`src/rtl/rtc_spi_pkg.sv`:
```
package rtc_spi_pkg;
  localparam int TIME_BYTES = 7;
  localparam int CLK_GROUP  = 8;
  localparam int IDX_W      = 5;
  localparam logic [IDX_W-1:0] BURST_IDX = '1;
  localparam logic [IDX_W-1:0] CTRL_IDX  = 5'd7;

  typedef enum logic [1:0] {ST_CMD, ST_DATA, ST_DONE} portState_t;

  typedef struct packed {
    logic             cmdDone;
    logic             byteDone;
    logic             loadTx;
    logic             shiftTx;
    logic             csEnd;
    logic             commitOk;
    logic             isRead;
    logic             isRam;
    logic             wrEn;
    logic [IDX_W-1:0] regIdx;
    logic [7:0]       rxByte;
  } spiStb_t;
endpackage

```
`src/rtl/rtc_spi_ctrl.sv`:
```
module rtc_spi_ctrl
  import rtc_spi_pkg::*;
#(
  parameter int SYNC_STAGES = 2,
  parameter int RAM_DEPTH   = 31
) (
  input  logic    clk,
  input  logic    rstN,
  input  logic    sclk,
  input  logic    csN,
  input  logic    mosi,
  output spiStb_t stb,
  output logic    misoOe
);
  localparam logic [IDX_W-1:0] RAM_LAST = IDX_W'(RAM_DEPTH - 1);
  localparam logic [IDX_W-1:0] CLK_LAST = IDX_W'(CLK_GROUP - 1);
  localparam logic [IDX_W-1:0] CLK_FULL = IDX_W'(CLK_GROUP);

  logic [SYNC_STAGES:0] sclkSr, csSr, mosiSr;
  logic sclkRise, sclkFall, csRise, csActive, mosiS;
  portState_t state;
  logic [2:0] bitCnt;
  logic [IDX_W-1:0] byteIdx;
  logic [7:0] rxSr, cmdQ;
  logic txActive, isBurst, lastBit;

  always_ff @(posedge clk or negedge rstN) begin
    if (!rstN) begin
      sclkSr <= '1;
      csSr   <= '1;
      mosiSr <= '0;
    end else begin
      sclkSr <= {sclkSr[SYNC_STAGES-1:0], sclk};
      csSr   <= {csSr[SYNC_STAGES-1:0], csN};
      mosiSr <= {mosiSr[SYNC_STAGES-1:0], mosi};
    end
  end

  assign sclkRise = sclkSr[SYNC_STAGES-1] & ~sclkSr[SYNC_STAGES];
  assign sclkFall = ~sclkSr[SYNC_STAGES-1] & sclkSr[SYNC_STAGES];
  assign csRise   = csSr[SYNC_STAGES-1] & ~csSr[SYNC_STAGES];
  assign csActive = ~csSr[SYNC_STAGES-1];
  assign mosiS    = mosiSr[SYNC_STAGES-1];
  assign isBurst  = (cmdQ[5:1] == BURST_IDX);
  assign lastBit  = sclkRise && csActive && (bitCnt == 3'd7) && (state != ST_DONE);

  always_comb begin
    stb.rxByte   = {rxSr[6:0], mosiS};
    stb.cmdDone  = lastBit && (state == ST_CMD);
    stb.byteDone = lastBit && (state == ST_DATA);
    stb.loadTx   = sclkFall && csActive && (state == ST_DATA) && (bitCnt == 3'd0) && cmdQ[7];
    stb.shiftTx  = sclkFall && csActive && (state == ST_DATA) && (bitCnt != 3'd0) && cmdQ[7];
    stb.csEnd    = csRise;
    stb.isRead   = cmdQ[7];
    stb.isRam    = cmdQ[6];
    stb.wrEn     = cmdQ[0];
    stb.regIdx   = isBurst ? byteIdx : cmdQ[5:1];
    stb.commitOk = !cmdQ[7] && !cmdQ[6] && cmdQ[0] && (state != ST_CMD) && (bitCnt == 3'd0) &&
                   (isBurst ? (byteIdx == CLK_FULL) : (byteIdx != '0));
  end

  always_ff @(posedge clk or negedge rstN) begin
    if (!rstN) begin
      state    <= ST_CMD;
      bitCnt   <= '0;
      byteIdx  <= '0;
      rxSr     <= '0;
      cmdQ     <= '0;
      txActive <= 1'b0;
    end else if (csRise) begin
      state    <= ST_CMD;
      bitCnt   <= '0;
      byteIdx  <= '0;
      txActive <= 1'b0;
    end else if (csActive) begin
      if (sclkRise && state != ST_DONE) begin
        rxSr   <= stb.rxByte;
        bitCnt <= bitCnt + 3'd1;
        if (bitCnt == 3'd7) begin
          if (state == ST_CMD) begin
            cmdQ    <= stb.rxByte;
            state   <= ST_DATA;
            byteIdx <= '0;
          end else begin
            byteIdx <= byteIdx + 1'b1;
            if (!isBurst || (!cmdQ[6] && byteIdx == CLK_LAST) || (cmdQ[6] && byteIdx == RAM_LAST))
              state <= ST_DONE;
          end
        end
      end
      if (stb.loadTx) txActive <= 1'b1;
    end
  end

  assign misoOe = txActive && (state == ST_DATA);

  // chip-select rise always restarts at the command byte
  p_cs_restart_r11: assert property (@(posedge clk) disable iff (!rstN)
    stb.csEnd |=> (state == ST_CMD) && (bitCnt == 3'd0) && !misoOe);
  // the output is enabled only for a read command
  p_oe_read_only_r4: assert property (@(posedge clk) disable iff (!rstN)
    misoOe |-> cmdQ[7]);
  // no output while chip select stays high
  p_oe_idle_r4: assert property (@(posedge clk) disable iff (!rstN)
    (!csActive && !stb.csEnd) |-> !misoOe);
  // clocks after a finished access change nothing
  p_done_ignores_r10: assert property (@(posedge clk) disable iff (!rstN)
    (state == ST_DONE && sclkRise && !csRise) |=> (state == ST_DONE) && $stable(bitCnt) && $stable(byteIdx));
  // the clock-group burst never passes its eighth byte
  p_clk_burst_len_r5: assert property (@(posedge clk) disable iff (!rstN)
    (state == ST_DATA && !cmdQ[6]) |-> (byteIdx < CLK_FULL));
endmodule

```
`src/rtl/rtc_spi_dpath.sv`:
```
module rtc_spi_dpath
  import rtc_spi_pkg::*;
#(
  parameter int RAM_DEPTH = 31
) (
  input  logic                    clk,
  input  logic                    rstN,
  input  spiStb_t                 stb,
  input  logic [TIME_BYTES*8-1:0] liveTime,
  output logic                    miso,
  output logic [TIME_BYTES-1:0]   timeLoadMask,
  output logic [TIME_BYTES*8-1:0] timeLoadData,
  output logic                    accStb,
  output logic [IDX_W-1:0]        accIdx,
  output logic                    accWr,
  output logic [7:0]              accData
);
  logic [CLK_GROUP-1:0][7:0]  shadow;
  logic [CLK_GROUP-1:0]       shMask;
  logic [TIME_BYTES-1:0][7:0] snap;
  logic [7:0] ram [RAM_DEPTH];
  logic [7:0] txSr, rdByte;
  logic ctrlWp, ctrlId;
  logic idxInClk, idxInRam, wrAllowed;

  assign idxInClk  = int'(stb.regIdx) < CLK_GROUP;
  assign idxInRam  = int'(stb.regIdx) < RAM_DEPTH;
  assign wrAllowed = stb.wrEn && !stb.isRead;

  always_comb begin
    rdByte = 8'h00;
    if (stb.isRam) begin
      if (idxInRam) rdByte = ram[stb.regIdx];
    end else if (stb.regIdx == CTRL_IDX) begin
      rdByte = {ctrlWp, 6'b0, ctrlId};
    end else if (int'(stb.regIdx) < TIME_BYTES) begin
      rdByte = snap[stb.regIdx[2:0]];
    end
  end

  always_ff @(posedge clk or negedge rstN) begin
    if (!rstN) begin
      shadow       <= '0;
      shMask       <= '0;
      snap         <= '0;
      txSr         <= '0;
      ctrlWp       <= 1'b0;
      ctrlId       <= 1'b0;
      timeLoadMask <= '0;
      accStb       <= 1'b0;
      accIdx       <= '0;
      accWr        <= 1'b0;
      accData      <= '0;
      for (int i = 0; i < RAM_DEPTH; i++) ram[i] <= '0;
    end else begin
      timeLoadMask <= '0;
      accStb       <= 1'b0;
      if (stb.cmdDone && stb.rxByte[7] && !stb.rxByte[6]) snap <= liveTime;
      if (stb.loadTx) txSr <= rdByte;
      else if (stb.shiftTx) txSr <= {txSr[6:0], 1'b0};
      if (stb.byteDone) begin
        if (!stb.isRam && idxInClk && wrAllowed) begin
          shadow[stb.regIdx[2:0]] <= stb.rxByte;
          shMask[stb.regIdx[2:0]] <= 1'b1;
        end
        if (stb.isRam && idxInRam && wrAllowed && !ctrlWp) ram[stb.regIdx] <= stb.rxByte;
        if (!stb.isRam && !idxInClk && (stb.isRead || (stb.wrEn && !ctrlWp))) begin
          accStb  <= 1'b1;
          accIdx  <= stb.regIdx;
          accWr   <= !stb.isRead;
          accData <= stb.isRead ? 8'h00 : stb.rxByte;
        end
      end
      if (stb.csEnd) begin
        shMask <= '0;
        if (stb.commitOk) begin
          timeLoadMask <= ctrlWp ? '0 : shMask[TIME_BYTES-1:0];
          if (shMask[CTRL_IDX[2:0]]) begin
            ctrlWp <= shadow[CTRL_IDX[2:0]][7];
            ctrlId <= shadow[CTRL_IDX[2:0]][0];
          end
        end
      end
    end
  end

  assign timeLoadData = shadow[TIME_BYTES-1:0];
  assign miso         = txSr[7];

  // a load pulse only ever follows a chip-select rise
  p_load_after_cs_r6: assert property (@(posedge clk) disable iff (!rstN)
    (timeLoadMask != '0) |-> $past(stb.csEnd));
  // no load while write protect was set
  p_load_unprotected_r9: assert property (@(posedge clk) disable iff (!rstN)
    (timeLoadMask != '0) |-> !$past(ctrlWp));
  // the access strobe lasts one cycle
  p_acc_pulse_r12: assert property (@(posedge clk) disable iff (!rstN)
    accStb |=> !accStb);
endmodule

```
`src/rtl/rtc_spi_port.sv`:
```
module rtc_spi_port
  import rtc_spi_pkg::*;
#(
  parameter int SYNC_STAGES = 2,
  parameter int RAM_DEPTH   = 31
) (
  input  logic                    clk,
  input  logic                    rstN,
  input  logic                    sclk,
  input  logic                    csN,
  input  logic                    mosi,
  output logic                    miso,
  output logic                    misoOe,
  input  logic [TIME_BYTES*8-1:0] liveTime,
  output logic [TIME_BYTES-1:0]   timeLoadMask,
  output logic [TIME_BYTES*8-1:0] timeLoadData,
  output logic                    accStb,
  output logic [IDX_W-1:0]        accIdx,
  output logic                    accWr,
  output logic [7:0]              accData
);
  spiStb_t stb;

  rtc_spi_ctrl #(.SYNC_STAGES(SYNC_STAGES), .RAM_DEPTH(RAM_DEPTH)) uCtrl (
    .clk(clk), .rstN(rstN), .sclk(sclk), .csN(csN), .mosi(mosi),
    .stb(stb), .misoOe(misoOe)
  );

  rtc_spi_dpath #(.RAM_DEPTH(RAM_DEPTH)) uDpath (
    .clk(clk), .rstN(rstN), .stb(stb), .liveTime(liveTime), .miso(miso),
    .timeLoadMask(timeLoadMask), .timeLoadData(timeLoadData),
    .accStb(accStb), .accIdx(accIdx), .accWr(accWr), .accData(accData)
  );
endmodule

```
`config.mk`:
```
export PLATFORM = sky130hd
export DESIGN_NAME = rtc_spi_port
export DESIGN_NICKNAME = d
export VERILOG_FILES = /design/src/rtl/rtc_spi_pkg.sv /design/src/rtl/rtc_spi_ctrl.sv /design/src/rtl/rtc_spi_dpath.sv /design/src/rtl/rtc_spi_port.sv
export SDC_FILE = /design/constraint.sdc
export NUM_CORES = 1
export LEC_CHECK = 0
export CAP_MARGIN = 10
export CORE_ASPECT_RATIO = 1.75
export CORE_UTILIZATION = 51
export DETAILED_ROUTE_END_ITERATION = 10
export PLACE_DENSITY = 0.73
export SYNTH_ARGS = -nofsm -noshare
export SYNTH_HDL_FRONTEND = slang
export SYNTH_SLANG_ARGS = --single-unit
```
`constraint.sdc`:
```
create_clock -name clk -period 2.8 [get_ports clk]
set_clock_uncertainty 0.05 [all_clocks]
set_input_delay 0.84 -clock clk [delete_from_list [all_inputs] [get_ports clk]]
set_output_delay 0.84 -clock clk [all_outputs]
set_load 0.02 [all_outputs]
```
==> reports/results.ini <==
[logic_synthesis]
synth_seq_cells = 436
yosys_warnings = 0
synth-seq-area-share = 0.547
synth_fp_nets = 1739
synth.largest_area_cell = dfrtp_1
yosys-top-cells-area = dfrtp_1 54%, mux2_2 21%, nand2_1 4.6%, buf_4 2.2%, nand3_1 1.8%
syn_inst = 1672
synth_edf_count = 0
netlist.area_leader.share = 0.539
synth_common_cells = 430 x dfrtp_1, 380 x mux2_2, 243 x nand2_1
yosysMostFrequentCell = dfrtp_1
syn_avg_cell_area_um2 = 11.9
synth_cell_types = 68
synthFlopType = dfrtp_1
async_reset_ff_frac = 1.00
synthesis.area_um2 = 20000

[finish]
final_util = 0.629
syn_to_final_growth_pct = 21.3
stdcell_area_um2 = 24200
n_antenna_cell = 0
nets = 1928
post_route_cells_drive_above_1_share = 0.360
n_fill_cell = 2934

[sta]
setup_viol = 0
tns_ns = 0
worst_pin_slew_ns = 0.839
period_share = 0.981
hold_slack_ns = 0.143
report.final.slew_viol_count = 0
worst_slack_ns = 0.0536
min_period_ns = 2.75
fmax_mhz = 364
slew_headroom = 0.440
rsz0062_at_grt = true
hold_viol_final = 0

[die]
dieArea_um2 = 40000
core_area_um2 = 38500
rows = 95
start_util = 0.518
dieWidth_um = 152
io_pins = 141
die_h_um = 264

[critical_path]
r2r-end = uDpath.ram[124]
critPathCaptureType = flip-flop
crit_arrival_ns = 3.13
critical_path.n_buffers_inverters = 1
cpMaxStageDelayCell = or4b_4
r2r_setup_slack_ns = 0.05
critical_path.max_fanout = 8
cpLargestDelayFamily = simple AND/OR/NAND/NOR gates
critPathKind = flip-flop to flip-flop
critPathRequiredTime_ns = 3.19
critPathLaunch = uCtrl.sclkSr[1]
ff2ff_path_depth = 7
start_kind = flip-flop
path_cells = nor3b_4, nand3_2, or4b_4, or4_4, nor2_2, buf_6, mux2_2
r2r-start = uCtrl.sclkSr[1]
slowest_delay_ns = 0.54

[clocking]
clk_pin_slew_ns = 0.07
clk_path_buf_depth = 3
cts.sinks = 436
clock_latency_ns = 0.55
clock-root-buffer = clkbuf_16
cts_tree = built
cts.htree.levels = 2
cts_buffers = 39

[flow_run]
maxCapViolCount = 0

[routing]
drc = 0
ant_nets = 0
routedWlPerCell_um = 22.4
vias = 13901
drt-pass1-iter-count = 5
via_per_inst = 5.86
drt-initial-drc-count = 953
drt-total-wl_um = 53100

[power]
leakagePower_nw = 11.4
switching_share = 0.235
cell_internal_pwr_w = 0.00959
power.switching_w = 0.00295
p_per_area_nw_per_um2 = 518
vdd_drop_max_v = 0.000378
comb_power_share = 0.059
pwr-share-clk = 0.424
power_frac_seq = 0.517

[worst_hold_path]
hp-class = input port to asynchronous set/reset pin

[place]
place_area_um2 = 22700
port_buffers = 140
pre_cts_slack_ns = -0.254
hpwl_um = 37300
place_congestion = 0.928

[global_routing]
grt_pass1_wl_um = 82900
grt-ovfl-total = 0
grtUsageTotal = 0.274
grt_pass1_vias = 14608
antenna_found_initial = 0
grt_max_degree = 87

[run_status]
status = completed

[metal layers]
layer	vias up	part of all wire	GRT usage
li1	6216	-	-
met1	7124	0.37	0.311
met2	412	0.54	0.492
met3	149	0.038	0.0287
met4	0	0.058	0.150
met5	-	0	0
[through the flow]
stage               std cells  total power (W)
finish                   2371           0.0125
global route             2371           0.0129
CTS                      2367           0.0126
detailed placement       2299          0.00733
global placement         2299          0.00731
floorplan                1672          0.00683
[area by class of cell]
type	count	area, um2	share of cell area
inverters	12	45.0	0.00186
clock inverters	11	111	0.00460
repair buffers	310	3120	0.129
well taps	485	607	0.0251
multi-input cells	1062	8280	0.342
flip-flops and latches	436	10900	0.451
clock buffers	55	1130	0.0465
[power groups by stage]
stage | registers [W] | logic [W] | clock network [W]
after floorplan | 0.00654 | 0.000292 | 0
after global placement | 0.00659 | 0.000723 | 0
after detailed placement | 0.00660 | 0.000737 | 0
after CTS | 0.00648 | 0.000742 | 0.00541
after global routing | 0.00649 | 0.000802 | 0.00564
final | 0.00648 | 0.000739 | 0.00532
[cell families (layout without fill, tap and decap cells)]
family | Yosys count | in the layout | share of synthesized area
simple gates | 465 | 465 | 0.110
flops | 436 | 436 | 0.547
fa+ha+maj | 6 | 6 | 0.00376
buf+inv | 174 | 388 | 0.0456
compound gates | 181 | 181 | 0.0576
mux | 410 | 410 | 0.236
[what timing repair did]
action | CTS | global route
setup endpoints to repair | 114 | 217
buffers inserted | 2 | 3
pin swaps | 4 | 6
gates resized for setup | 17 | 21
endpoints found under the hold margin | 0 | 0
cloned | 0 | 1
hold buffers | 0 | 0
[state kept, by name (all words and copies together) (netlist names), 2 cells and up]
name                 flops
uCtrl.csSr               3
uCtrl.cmdQ               8
uDpath.accData           8
uDpath.snap             56
uDpath.ram             248
uCtrl.rxSr               7
uCtrl.sclkSr             3
uDpath.timeLoadMask      7
uDpath.shMask            8
uCtrl.byteIdx            5
uDpath.txSr              8
uCtrl.state              2
uCtrl.mosiSr             2
uDpath.accIdx            5
uCtrl.bitCnt             3
uDpath.timeLoadData     56
uDpath.shadow            2
[cell usage in the layout, fill, tap and decap left out, drive strengths merged, types with 5 or more instances in the layout]
cell           Yosys  final
dfrtp            430    430
mux2             380    380
nand2            243    243
buf               93    170
clkdlybuf4s50      0    138
nand3             71     71
nor2              58     58
a21oi             57     57
clkbuf            69     56
o21ai             35     35
mux2i             19     19
o22ai             17     17
a22oi             15     15
inv               12     13
nor3              12     12
nand2b            11     11
nand4             11     11
mux4              11     11
a31oi             10     10
or4                9      9
and2               8      8
or3                8      8
and3               8      8
clkinv             0      7
nor4               7      7
a221o              6      6
ha                 6      6
dfstp              6      6
nor2b              5      5
o221ai             5      5
[worst max-delay path by stage]
stage | cells after the start | slack, ns | endpoint
after floorplan | 7 | -0.07 | uDpath.ram[56]
after global placement | 7 | -0.24 | uDpath.ram[57]
after detailed placement | 7 | -0.25 | uDpath.ram[61]
after CTS | 8 | 0.004 | uDpath.txSr[2]
after global routing | 7 | -0.01 | uDpath.ram[124]
final | 7 | 0.05 | uDpath.ram[124]
Note: power is estimated with default switching activity, not from simulation.
